**config.mk**
```make
export PLATFORM = sky130hd
export DESIGN_NAME = bmc_line_encoder
export DESIGN_NICKNAME = d
export VERILOG_FILES = /design/src/rtl/bmc_pkg.sv /design/src/rtl/bmc_symbol_map.sv /design/src/rtl/bmc_word_coder.sv /design/src/rtl/bmc_cell_shifter.sv /design/src/rtl/bmc_line_encoder.sv
export SDC_FILE = /design/constraint.sdc
export NUM_CORES = 1
export LEC_CHECK = 0
export ABC_CLOCK_PERIOD_IN_PS = 24000
export BUFFER_PORTS_ARGS = -buffer_cell sky130_fd_sc_hd__buf_2
export CORE_MARGIN = 1.5
export CORE_UTILIZATION = 51
export DETAILED_ROUTE_END_ITERATION = 6
export HOLD_SLACK_MARGIN = 0.03
export PLACE_DENSITY_LB_ADDON = 0.08
export SKIP_LAST_GASP = 1
export SLEW_MARGIN = 20
export SYNTH_ARGS = -nofsm -noshare
export SYNTH_HDL_FRONTEND = slang
export SYNTH_HIERARCHICAL = 1
export SYNTH_SLANG_ARGS = --single-unit
```
**constraint.sdc**
```tcl
create_clock -name clk -period 24 [get_ports clk]
set_input_delay 1.2 -clock clk [delete_from_list [all_inputs] [get_ports clk]]
set_output_delay 1.2 -clock clk [all_outputs]
set_load 0.01 [all_outputs]
```
**src/rtl/bmc_pkg.sv**
```systemverilog
package bmc_pkg;
  localparam int unsigned SYM_W = 2;
  typedef logic [SYM_W-1:0] sym_t;
endpackage

```
**src/rtl/bmc_symbol_map.sv**
```systemverilog
// One bit to one two-cell symbol. Only the final cell of the previous
// symbol matters: the new symbol starts on the opposite level.
module bmc_symbol_map
  import bmc_pkg::*;
(
  input  logic prev_cell,
  input  logic bit_in,
  output sym_t sym
);
  always_comb begin
    sym[1] = ~prev_cell;
    sym[0] = ~prev_cell ^ bit_in;
  end
endmodule

```
**src/rtl/bmc_word_coder.sv**
```systemverilog
// Chains one symbol mapper per data bit. Bit 0 lands in the top pair.
module bmc_word_coder
  import bmc_pkg::*;
#(
  parameter int unsigned DATA_W = 32,
  localparam int unsigned CELLS = SYM_W * DATA_W
) (
  input  logic              prev_cell,
  input  logic [DATA_W-1:0] data,
  output logic [CELLS-1:0]  code,
  output sym_t              final_sym
);
  logic [DATA_W:0] link;
  assign link[0] = prev_cell;

  for (genvar i = 0; i < DATA_W; i++) begin : g_bit
    sym_t s;
    bmc_symbol_map u_map (
      .prev_cell(link[i]),
      .bit_in   (data[i]),
      .sym      (s)
    );
    assign code[CELLS-1-SYM_W*i -: SYM_W] = s;
    assign link[i+1] = s[0];
  end

  assign final_sym = code[SYM_W-1:0];
endmodule

```
**src/rtl/bmc_cell_shifter.sv**
```systemverilog
// Holds the coded word and presents one cell per enable, top cell first.
// The final cell stays on the line once the word is used up.
module bmc_cell_shifter #(
  parameter int unsigned CELLS = 64,
  localparam int unsigned CNT_W = $clog2(CELLS + 1)
) (
  input  logic             clk,
  input  logic             rst,
  input  logic             load,
  input  logic [CELLS-1:0] load_code,
  input  logic             cell_en,
  output logic             line,
  output logic             busy
);
  logic [CELLS-1:0] sh;
  logic [CNT_W-1:0] left;

  always_ff @(posedge clk) begin
    if (rst) begin
      sh   <= '0;
      left <= '0;
    end else if (load) begin
      sh   <= load_code;
      left <= CNT_W'(CELLS);
    end else if (cell_en && left != '0) begin
      left <= left - 1'b1;
      if (left != CNT_W'(1)) sh <= {sh[CELLS-2:0], 1'b0};
    end
  end

  assign line = sh[CELLS-1];
  assign busy = (left != '0);

  // no enable and no load means the line does not move
  p_hold_no_enable_r7: assert property (@(posedge clk) disable iff (rst)
    !load && !cell_en |=> $stable(line));
  // idle line stays put whatever the enable does
  p_idle_hold_r8: assert property (@(posedge clk) disable iff (rst)
    !busy && !load |=> $stable(line));
  // a load makes the shifter busy in the next cycle
  p_busy_after_load_r6: assert property (@(posedge clk) disable iff (rst)
    load |=> busy);
  // busy ends only on an enable pulse
  p_release_on_enable_r6: assert property (@(posedge clk) disable iff (rst)
    $fell(busy) |-> $past(cell_en));
endmodule

```
**src/rtl/bmc_line_encoder.sv**
```systemverilog
module bmc_line_encoder
  import bmc_pkg::*;
#(
  parameter int unsigned DATA_W = 32,
  localparam int unsigned CELLS = SYM_W * DATA_W
) (
  input  logic              clk,
  input  logic              rst,
  input  logic              in_valid,
  output logic              in_ready,
  input  logic [DATA_W-1:0] in_data,
  input  logic              cell_en,
  output logic              line_out,
  output logic [1:0]        last_sym
);
  logic             busy;
  logic             accept;
  logic [CELLS-1:0] code;
  sym_t             final_sym;
  sym_t             state_q;

  assign in_ready = !busy;
  assign accept   = in_valid && in_ready;

  bmc_word_coder #(.DATA_W(DATA_W)) u_coder (
    .prev_cell(state_q[0]),
    .data     (in_data),
    .code     (code),
    .final_sym(final_sym)
  );

  bmc_cell_shifter #(.CELLS(CELLS)) u_shift (
    .clk      (clk),
    .rst      (rst),
    .load     (accept),
    .load_code(code),
    .cell_en  (cell_en),
    .line     (line_out),
    .busy     (busy)
  );

  always_ff @(posedge clk) begin
    if (rst) state_q <= '0;
    else if (accept) state_q <= final_sym;
  end

  assign last_sym = state_q;

  // first cell of a new word is the opposite of the prior final cell
  p_first_cell_flips_r4: assert property (@(posedge clk) disable iff (rst)
    accept |=> line_out != $past(last_sym[0]));
  // symbol state moves only on acceptance
  p_state_held_r9: assert property (@(posedge clk) disable iff (rst)
    !accept |=> $stable(last_sym));
  // no second word while one is in flight
  p_ready_drops_r6: assert property (@(posedge clk) disable iff (rst)
    accept |=> !in_ready);
endmodule

```
==> metrics <==
outcome finished clean; Ys Warns 6; Critical Path Fanout Max 4; total grt overflow 0; CP bufs+invs 1; P&R area growth vs syn 7.951%; CORE AREA 8299 sq um; worst r2r dst u_shift/sh[0]$_SDFFE_PP0P_; Die H 96.12 um; Hold Startpoint last_sym[1]$_SDFFE_PP0P_; CTS Sinks 73; setup_tns 0 ps; Via density 5.503; number of port buffers 39; Clk pin slew, worst setup/hold paths 80 ps; Hold EP last_sym[1]$_SDFFE_PP0P_; CTS buffer count 9; Starting Density 0.5328; first-pass GRT wire length 15060 um; chip width 96.12 um; clk_lat worst skew 350 ps; ANT nets after route 0; EDFF count, synth 0; initial antenna violation count 0; clk_skew 8.572 ps; Setup violations, final 0; fin crit period 9026 ps; Worst-Margin Slew 942.0 ps; Worst Reg-to-Reg Cells 34; max-slew violation count 0; hold path depth 2; final worst-path cycle share 0.3761; slowest cell delay on critical path 340 ps; Top Ports 40; maxcap violations 0; Worst Setup Start Kind input port; DR iter-0 viols 180; Seq cells post-synth 73; First-pass DRT Iterations 4; # H-tree levels 3; Slew HR 0.3720; CTS Hold Bufs 0; register area share after synthesis 0.3305; RSZ-0062 raised after global routing no; slowest library cell on the worst path xnor2_1; post-DP HPWL 5167 um; number of global-route vias before repair 3394; largest area contributor in the netlist dfxtp_1; clock tree from TritonCTS built; Hold Path Class flip-flop to flip-flop; WP data arrival 9290 ps; internal reg-to-reg setup slack 15530 ps; Max Root-Sink Buffers 2; Syn Inst Count 559; most frequent cells in the layout inv_1, dfxtp_1, nor2_1, nor3_1, a21oi_1; CP Capture Type flip-flop; R2R Path Start last_sym[0]$_SDFFE_PP0P_; wire length per cell 13.15 um; Remaining DRCs 0; Synth Net Count 598; fraction of layout cells with a size suffix above 1 0.1640; fmax 110.8 MHz; data required time of the worst path 24260 ps; Cell Rows 33; via count 3698; total wire length 8837 um; Synth cell types 41; ant diodes 0; post-CTS setup buffer count 0; CP delay by family, top XOR/XNOR gates; fillers 811; Synth area leaders dfxtp_1, o311a_1, o211ai_1; # resized after CTS 0; gr usage total 0.2044; most common cell after layout, fill and taps aside inv_1; clock root buffer master clkbuf_8; Synth top area share 0.3305; Most used DFF post-synth dfxtp_1; Most common cell on crit path xnor2_1; Final Hold Fails 0; fraction of registers with async set/reset 0; synthesized cell area 4422 sq um; Final nets 601; pin count of the biggest net entering global routing 124; Final GP Congestion 0.7357; Crit Path Class input port to flip-flop; syn_area_per_cell 7.910 sq um; Worst Hold Margin 484.9 ps; Die ar. 9238 sq um
-- through the flow --
step	instance area, sq um	utilization	setup slack, ps	std cells
6_report	4773	0.5752	14970	672
5_1_grt	4773	0.5752	13850	672
4_1_cts	4762	0.5738	14930	672
3_5_place_dp	4533	0.5462	14630	656
3_3_place_gp	4533	0.5462	14990	656
2_1_floorplan	4422	-	15670	559
-- flip-flops by register name, summed over array words and instances (netlist names) --
name / count
u_shift/sh: 64
u_shift/left: 7
last_sym: 2
-- worst min-delay path, cell delays in order (launching register included) --
cell	delay, ps
dfxtp_1	320
nand2b_1	80
o21ai_2	50
-- cells by family (layout without fill, tap and decap cells) --
family	Yosys count	in the layout	synth area share
AND/OR/NAND/NOR	163	163	0.1831
AO/OA/AOI/OAI	137	137	0.2286
buffers and inverters	125	133	0.1191
flip-flops	73	73	0.3305
XOR/XNOR	32	32	0.06338
multiplexers	26	26	0.06678
adder cells (fa/ha/maj)	3	3	0.008490
-- area by class of cell --
cell class                      count  area, sq um  area share
Multi-Input combinational cell    361         2445      0.5122
Sequential cell                    73         1461      0.3062
Inverter                           74        277.8     0.05819
Timing Repair Buffer               43        229.0     0.04797
Clock buffer                       11        151.4     0.03172
Tap cell                          105        131.4     0.02752
Clock inverter                      5        77.57     0.01625
-- worst max path at each step --
| stage | start | to | slack (ps) | depth (start not counted) |
|---|---|---|---|---|
| floorplan | in_data[0] | u_shift/sh[1]$_SDFFE_PP0P_ | 15670 | 36 |
| global placement | in_data[0] | u_shift/sh[1]$_SDFFE_PP0P_ | 14990 | 36 |
| detailed placement | in_data[0] | u_shift/sh[0]$_SDFFE_PP0P_ | 14630 | 35 |
| CTS | in_data[0] | u_shift/sh[0]$_SDFFE_PP0P_ | 14930 | 35 |
| global route | in_data[0] | u_shift/sh[0]$_SDFFE_PP0P_ | 13850 | 35 |
| finish | in_data[0] | u_shift/sh[0]$_SDFFE_PP0P_ | 14970 | 35 |
-- cells in the mapped netlist (2+ instances only) --
cell type / number
nand2_1: 12
nand4bb_1: 3
buf_1: 3
mux2_2: 23
buf_4: 4
buf_6: 5
o311a_1: 38
ha_1: 3
a21oi_1: 47
o21ai_2: 2
nand2b_1: 4
nor2b_1: 25
xnor2_1: 32
a211o_1: 3
nor3_1: 47
nor2_1: 63
o211ai_1: 38
inv_1: 74
buf_2: 4
clkbuf_1: 35
or4_1: 2
dfxtp_1: 73
-- layer usage --
layer	GRT usage	routed length [um]
met1	0.2670	4473
met2	0.3298	3940
met3	0.03712	311
met4	0.08578	112
met5	0	0
Power is left out: the tool's default activity adds up to more than one toggle a clock period on the data nets, which glitch-free logic cannot reach.
